===== src/rtl/char_fifo_pair.sv =====
module char_fifo_pair #(
  parameter int DEPTH = 16,
  parameter int DW    = 8,
  parameter int EW    = 3,
  localparam int CW   = $clog2(DEPTH + 1),
  localparam int PW   = $clog2(DEPTH)
) (
  input  logic          clk,
  input  logic          rst_n,
  input  logic          fifo_en,
  input  logic          tx_flush_n,
  input  logic          rx_flush_n,
  input  logic          tx_push,
  input  logic [DW-1:0] tx_din,
  input  logic          tx_pop,
  output logic [DW-1:0] tx_dout,
  output logic          tx_avail,
  output logic          tx_full,
  output logic [CW-1:0] tx_count,
  input  logic [CW-1:0] tx_level,
  output logic          tx_irq,
  input  logic          rx_push,
  input  logic [DW-1:0] rx_din,
  input  logic [EW-1:0] rx_err_in,
  input  logic          rx_pop,
  output logic [DW-1:0] rx_dout,
  output logic [EW-1:0] rx_err_out,
  output logic          rx_avail,
  output logic [CW-1:0] rx_count,
  input  logic [CW-1:0] rx_level,
  output logic          rx_irq,
  output logic          rx_ovf,
  input  logic          rx_ovf_clr
);

  localparam int RW = DW + EW;

  function automatic logic [PW-1:0] bump(input logic [PW-1:0] p);
    return (p == PW'(DEPTH - 1)) ? '0 : p + PW'(1);
  endfunction

  logic [CW-1:0] cap;
  assign cap = fifo_en ? CW'(DEPTH) : CW'(1);

  // transmit side
  logic [DW-1:0] tx_mem [DEPTH];
  logic [PW-1:0] tx_wp, tx_rp;
  logic          tx_acc, tx_take;

  assign tx_full  = tx_count >= cap;
  assign tx_avail = tx_count != '0;
  assign tx_acc   = tx_flush_n && tx_push && !tx_full;
  assign tx_take  = tx_flush_n && tx_pop && tx_avail;
  assign tx_dout  = tx_mem[tx_rp];
  assign tx_irq   = fifo_en && (tx_count <= tx_level);

  always_ff @(posedge clk or negedge rst_n) begin
    if (!rst_n) begin
      tx_count <= '0;
      tx_wp    <= '0;
      tx_rp    <= '0;
    end else if (!tx_flush_n) begin
      tx_count <= '0;
      tx_wp    <= '0;
      tx_rp    <= '0;
    end else begin
      if (tx_acc)  tx_wp <= bump(tx_wp);
      if (tx_take) tx_rp <= bump(tx_rp);
      if (tx_acc && !tx_take)      tx_count <= tx_count + CW'(1);
      else if (!tx_acc && tx_take) tx_count <= tx_count - CW'(1);
    end
  end

  always_ff @(posedge clk)
    if (tx_acc) tx_mem[tx_wp] <= tx_din;

  // receive side
  logic [RW-1:0] rx_mem [DEPTH];
  logic [PW-1:0] rx_wp, rx_rp;
  logic          rx_full, rx_acc, rx_take, rx_drop;

  assign rx_full  = rx_count >= cap;
  assign rx_avail = rx_count != '0;
  assign rx_acc   = rx_flush_n && rx_push && !rx_full;
  assign rx_drop  = rx_flush_n && rx_push && rx_full;
  assign rx_take  = rx_flush_n && rx_pop && rx_avail;
  assign {rx_err_out, rx_dout} = rx_mem[rx_rp];
  assign rx_irq   = fifo_en && (rx_count >= rx_level);

  always_ff @(posedge clk or negedge rst_n) begin
    if (!rst_n) begin
      rx_count <= '0;
      rx_wp    <= '0;
      rx_rp    <= '0;
    end else if (!rx_flush_n) begin
      rx_count <= '0;
      rx_wp    <= '0;
      rx_rp    <= '0;
    end else begin
      if (rx_acc)  rx_wp <= bump(rx_wp);
      if (rx_take) rx_rp <= bump(rx_rp);
      if (rx_acc && !rx_take)      rx_count <= rx_count + CW'(1);
      else if (!rx_acc && rx_take) rx_count <= rx_count - CW'(1);
    end
  end

  always_ff @(posedge clk)
    if (rx_acc) rx_mem[rx_wp] <= {rx_err_in, rx_din};

  always_ff @(posedge clk or negedge rst_n) begin
    if (!rst_n)          rx_ovf <= 1'b0;
    else if (rx_drop)    rx_ovf <= 1'b1;
    else if (rx_ovf_clr) rx_ovf <= 1'b0;
  end

  // checks
  assert_count_bound_R1: assert property (@(posedge clk) disable iff (!rst_n)
    (tx_count <= CW'(DEPTH)) && (rx_count <= CW'(DEPTH)));

  assert_tx_drop_full_R3: assert property (@(posedge clk) disable iff (!rst_n)
    (tx_flush_n && fifo_en && tx_count == CW'(DEPTH) && tx_push && !tx_pop)
      |=> (tx_count == CW'(DEPTH) && $stable(tx_dout)));

  assert_ovf_set_R4: assert property (@(posedge clk) disable iff (!rst_n)
    (rx_flush_n && rx_push && rx_count >= cap) |=> rx_ovf);

  assert_ovf_sticky_R4: assert property (@(posedge clk) disable iff (!rst_n)
    (rx_ovf && !rx_ovf_clr) |=> rx_ovf);

  assert_pushpop_hold_R5: assert property (@(posedge clk) disable iff (!rst_n)
    (tx_flush_n && tx_push && tx_pop && tx_count != '0 && tx_count < cap)
      |=> $stable(tx_count));

  assert_tx_flush_R8: assert property (@(posedge clk) disable iff (!rst_n)
    !tx_flush_n |=> (tx_count == '0));

  assert_rx_flush_R8: assert property (@(posedge clk) disable iff (!rst_n)
    !rx_flush_n |=> (rx_count == '0));

  assert_single_irq_R9: assert property (@(posedge clk) disable iff (!rst_n)
    !fifo_en |-> !(tx_irq || rx_irq));

  assert_pop_empty_R10: assert property (@(posedge clk) disable iff (!rst_n)
    (rx_count == '0 && !rx_push) |=> (rx_count == '0));

endmodule


===== config.mk =====
export PLATFORM = sky130hd
export DESIGN_NAME = char_fifo_pair
export DESIGN_NICKNAME = d
export VERILOG_FILES = /design/src/rtl/char_fifo_pair.sv
export SDC_FILE = /design/constraint.sdc
export NUM_CORES = 1
export LEC_CHECK = 0
export ABC_CLOCK_PERIOD_IN_PS = 3450
export CORE_MARGIN = 2
export CORE_UTILIZATION = 23
export CTS_CLUSTER_SIZE = 12
export DETAILED_ROUTE_END_ITERATION = 8
export GPL_ROUTABILITY_DRIVEN = 0
export PLACE_DENSITY = 0.42
export SYNTH_ARGS = -nofsm -noshare
export SYNTH_HDL_FRONTEND = slang
export SYNTH_SLANG_ARGS = --single-unit
export TNS_END_PERCENT = 50

===== constraint.sdc =====
create_clock -name clk -period 3.45 [get_ports clk]
set_input_delay 0.5175 -clock clk [delete_from_list [all_inputs] [get_ports clk]]
set_output_delay 0.5175 -clock clk [all_outputs]
set_load 0.01 [all_outputs]

# == Word level (Yosys, flattened, before mapping) ==
# Memory sizes are Yosys's and may differ from the RTL's.
# Index checks and enable logic that the tools add are counted.
# op_classes
n_addsub,8
order_cmp,4
eq_ne,10
muxes,25
reduce_logical,24
# ops
cell,count
$mux W4,12
$mux W5,7
$add A4 B1 Y4 const B,4
$eq A4 B4 Y1 const B,4
$ge A5 B5 Y1,3
$logic_and A1 B1 Y1,15
$add A5 B1 Y5 const B,2
$reduce_bool A5 Y1,2
$sub A5 B1 Y5 const B,2
$ne A2 B1 Y1 const B,4
$logic_not A1 Y1,6
$mux W1,6
$ne A3 B1 Y1 const B,2
$le A5 B5 Y1,1
$reduce_bool A2 Y1,1
# totals
regBits,27
ramBits,304
inputBits,39
output_inout_bits,35
mem_count,2
# memory_table
name,depth,width,read_ports,rd_ports_with_merged_regs,wr,line,text
rx_mem,16,11,1,0,1,78,logic [RW-1:0] rx_mem [DEPTH];
tx_mem,16,8,1,0,1,46,logic [DW-1:0] tx_mem [DEPTH];

# == Longest topological paths before layout ==
# depth
word_depth,9
depth_mapped,12
depth_no_buf,12

# == Worst setup path after synthesis ==
# No wires, ideal clock.
# synth_timing
path_type,input to register
startpoint,input port fifo_en
endpoint,register tx_count[4]
arrival_time_ns,3.100
t_required_ns,3.363
setup_slack_ns,0.263
cell_stages,11
n_path_buf,0
path_cell_list,inv_1 -> ha_1 -> o31a_4 -> nor3_4 -> or2b_1 -> fa_1 -> a21o_1 -> a21oi_1 -> nor4_1 -> or3_1 -> o211ai_1
# synth_via
elab_chain_cells,7
word_cells_on_any_way,10
classes_between,order compare: 1; eq/ne: 1; mux: 3; reduce/logical: 5
# synth_rtl
item,line,text
from (decl),10,"input logic fifo_en,"
$mux W5 (*),43,assign cap = fifo_en ? CW'(DEPTH) : CW'(1);
$ge A5 B5 Y1 (*),50,assign tx_full = tx_count >= cap;
$logic_not A1 Y1 (*),52,assign tx_acc = tx_flush_n && tx_push && !tx_full;
$logic_and A1 B1 Y1 (*),52,
$logic_not A1 Y1 / $logic_and A1 B1 Y1 (equally long branches),"70, 69",
$logic_and A1 B1 Y1 / $mux W5 (equally long branches),"70, 69",
$ne A3 B1 Y1 (no source line) / $mux W5 (equally long branches),n/a,
to (signal assigned),69,if (tx_acc && !tx_take) tx_count <= tx_count + CW'(1);
to (signal assigned),70,else if (!tx_acc && tx_take) tx_count <= tx_count - CW'(1);
to (decl),19,"output logic [CW-1:0] tx_count,"
# Mark *: on every way between the ends. The rest lies on a longest branch, timed or not.
# A chain may end at the register's enable or synchronous reset.

# == Worst setup path in the final report ==
# layout_timing
startpoint,register rx_rp[0]
endpoint,output port rx_dout[7]
# layout_via
elab_chain_cells,1
# layout_rtl
item,line,text
from (decl),79,"logic [PW-1:0] rx_wp, rx_rp;"
from (signal assigned),101,if (rx_take) rx_rp <= bump(rx_rp);
$mem_v2 Z16 W11,n/a,
to (decl),26,"output logic [DW-1:0] rx_dout,"
# Every way passes these cells.

==> results.py <==
metrics = {
    "outcome": {
        "status": "complete, no violations",
    },
    "sta": {
        "holdWs_ns": 0.4739,
        "period_minus_slack_ns": 3.350,
        "max_freq_ghz": 0.2985,
        "tightest_slew_ns": 0.8276,
        "setup_violations": 0,
        "grt_setup_unrepaired": "false",
        "clock_skew_ns": 0.006783,
        "period_share": 0.9709,
        "slew_viol_final": 0,
        "hold_viol_final": 0,
        "max_slew_margin": 0.4465,
    },
    "placement": {
        "io_buffers": 73,
        "hpwl_um": 19950,
    },
    "detailed_routing": {
        "wirelength_um": 31650,
        "num_vias": 6869,
        "wl_per_cell_um": 19.22,
        "drc": 0,
        "drtIter0Drc": 517,
        "drt_first_pass_iters": 4,
        "via_per_inst": 4.171,
        "ant_nets": 0,
    },
    "logic_synthesis": {
        "ys_ff_latch": 331,
        "syn_area_per_cell_um2": 19.81,
        "ys_warn_count": 0,
        "syn_area_um2": 13730,
        "synthTopCellsByCount": "edfxtp_1 (304), mux4_2 (95), ha_1 (32), dfrtp_1 (27), nand2_1 (25)",
        "synth.most_common_cell": "edfxtp_1",
        "synth_nets": 766,
        "async_reset_ff_frac": 0.08157,
        "ys_seq_area_frac": 0.7141,
        "synthTopCellsByArea": "edfxtp_1 (66%), mux4_2 (16%), dfrtp_1 (4.9%), ha_1 (2.9%), nand2_1 (0.68%)",
        "synth_edf_count": 304,
        "synthCells": 693,
        "yosysUniqueCellTypes": 57,
        "synth_top_area_frac": 0.6648,
        "ys.flop_type": "edfxtp_1",
        "yosysTopAreaCell": "edfxtp_1",
    },
    "worst_setup_path": {
        "path_buf_inv": 2,
        "r2r_cells": 11,
        "critPathArrivalTime_ns": 2.83,
        "crit_top_cell": "mux4_2",
        "critical_path.top_delay_family": "multiplexers",
        "critical_path_class": "register to output port",
        "cp_cell_sequence": "buf_12 > mux4_2 > mux4_2 > clkdlybuf4s50_1",
        "critPathMaxFanout": 17,
        "path_depth": 4,
        "critPathMaxStageDelay_ns": 0.53,
        "start_kind": "register",
        "crit_path_end_kind": "output port",
        "crit_slowest_cell": "mux4_2",
        "required_ns": 2.93,
    },
    "clock_network": {
        "cts_tree": "done",
        "cts-root-buf": "clkbuf_16",
        "cts.path.max_buffers": 3,
        "htree_num_levels": 2,
        "clkTransAtPathRegs_ns": 0.06,
        "cts.sinks": 331,
        "worstSkewPairLatency_ns": 0.51,
        "cts_hold_buf": 0,
        "cts_made_buffers": 38,
    },
    "grt": {
        "grt_pass1_vias": 7142,
        "overflow": 0,
        "antenna_found_initial": 0,
        "grt_usage": 0.1039,
        "grt_pass1_wl_um": 47290,
        "grt_start_max_net_pins": 37,
    },
    "floorplan": {
        "die_h_um": 248.3,
        "coreArea_um2": 59020,
        "die-area_um2": 61670,
        "rows": 89,
        "ios": 74,
        "die_x_um": 248.3,
        "start_util": 0.2326,
    },
    "cells_and_area": {
        "nets": 922,
        "seqCellArea_um2": 9813,
        "layout-drive-gt1-share": 0.2746,
        "multi_input_area_um2": 3700,
        "syn2layout_area_growth_pct": 25.98,
        "diodes": 0,
        "fillers": 5815,
    },
    "worst_hold_path": {
        "hp-class": "input port to asynchronous set/reset pin",
    },
    "pwr": {
        "p_total_mw": 11.52,
        "peakVddDrop_uv": 381.1,
        "power.density_nw_per_um2": 665.9,
        "total_leakage_power_nw": 5.649,
    },
    "job": {
        "drv_cap": 0,
    },
}
[layer usage]
layer  GRT usage  vias to the layer above  routed length [um]  share of wire
met5           0                        -                   0              0
met3     0.01972                       28                1195          0.038
li1            -                     3146                   -              -
met4     0.02083                        0                 388          0.012
met2      0.1742                      107               15570           0.49
met1      0.1404                     3588               14500           0.46
[state kept, by name (all words and copies together), names as in the netlist]
name / cells
tx_mem: 128
rx_wp: 4
rx_rp: 4
tx_rp: 4
rx_count: 5
rx_mem: 176
rx_ovf: 1
tx_wp: 4
tx_count: 5
[logic make-up (layout without fill, tap and decap cells)]
logic type | Yosys count | in the layout | share of synthesized area
muxes | 99 | 99 | 0.1589
adders and majority gates | 34 | 34 | 0.03208
AOI/OAI and AO/OA | 59 | 59 | 0.03107
and+or+nand+nor | 108 | 108 | 0.04228
buffers and inverters | 54 | 235 | 0.01649
xor gates and xnor gates | 8 | 8 | 0.005103
DFF | 331 | 331 | 0.7141
[cell type report]
class / instances / area share
clock buffers: 46 / 0.05852
clock inverters: 19 / 0.008752
inverters: 20 / 0.004340
multi-input cells: 308 / 0.2139
flip-flops and latches: 331 / 0.5673
well taps: 773 / 0.05591
repair buffers: 150 / 0.09128
[final timing paths]
check | slack (ns) | from | end
worst min register to register | 0.53 | rx_ovf | rx_ovf
worst max-delay path | 0.10 | rx_rp[0] | rx_dout[7]
max in group asynchronous | 2.32 | rst_n | rx_count[3]
min in group clk | 0.53 | rx_ovf | rx_ovf
worst min-delay path | 0.47 | rst_n | rx_ovf
worst max register to register | 0.49 | tx_count[0] | tx_count[4]
[cell usage in the layout (no fill, tap or decap), types with 3 or more instances in the layout]
| cell | instances |
|---|---|
| clkinv_1 | 7 |
| buf_12 | 21 |
| nand2_1 | 25 |
| clkbuf_1 | 6 |
| clkbuf_16 | 39 |
| or3_1 | 4 |
| nand2b_1 | 3 |
| clkdlybuf4s50_1 | 73 |
| a22o_1 | 6 |
| edfxtp_1 | 304 |
| xnor2_1 | 6 |
| a21o_1 | 5 |
| and2_1 | 14 |
| nor3_1 | 8 |
| o21ai_0 | 14 |
| inv_1 | 20 |
| a21oi_1 | 13 |
| mux4_2 | 95 |
| and3_1 | 5 |
| clkinv_2 | 5 |
| clkinvlp_4 | 3 |
| dfrtp_1 | 24 |
| nand3_1 | 13 |
| ha_1 | 32 |
| buf_4 | 54 |
| nor2b_1 | 3 |
| nor2_1 | 18 |
| o211ai_1 | 3 |
[where the power goes]
part / switching [mW] / leakage (nW) / internal [mW] / total (mW)
registers: 0.0922 / 3.09 / 4.53 / 4.62
clock network: 1.55 / 0.563 / 2.23 / 3.78
logic: 1.42 / 1.99 / 1.69 / 3.12
[repair_timing]
| action | 4_1_cts | 5_1_grt |
|---|---|---|
| setup endpoints to repair | 17 | 3 |
| gates resized for setup | 1 | 2 |
| buffers inserted | 4 | 0 |
[stage by stage]
step	util	TNS, ns	worst slack, ns	area, um^2	std cells
5_1_grt	0.2931	0	0.001174	17300	1647
4_1_cts	0.2930	0	0.01826	17290	1647
6_report	0.2931	0	0.1005	17300	1647
3_3_place_gp	0.2727	-0.2965	-0.2207	16090	1578
3_5_place_dp	0.2727	-0.4496	-0.2889	16090	1578
2_1_floorplan	-	0	0.2632	13730	693
[worst reg2reg max path, stage by stage, from the launching register on]
cell,delay (ns)
dfrtp_1,0.37
inv_1,0.14
ha_1,0.26
o31a_4,0.35
nor3_4,0.16
or2b_1,0.29
fa_1,0.41
a21o_1,0.19
a21oi_1,0.25
nor4_1,0.07
or3_1,0.30
o211ai_1,0.09
Note: power is estimated with default switching activity, not from simulation.
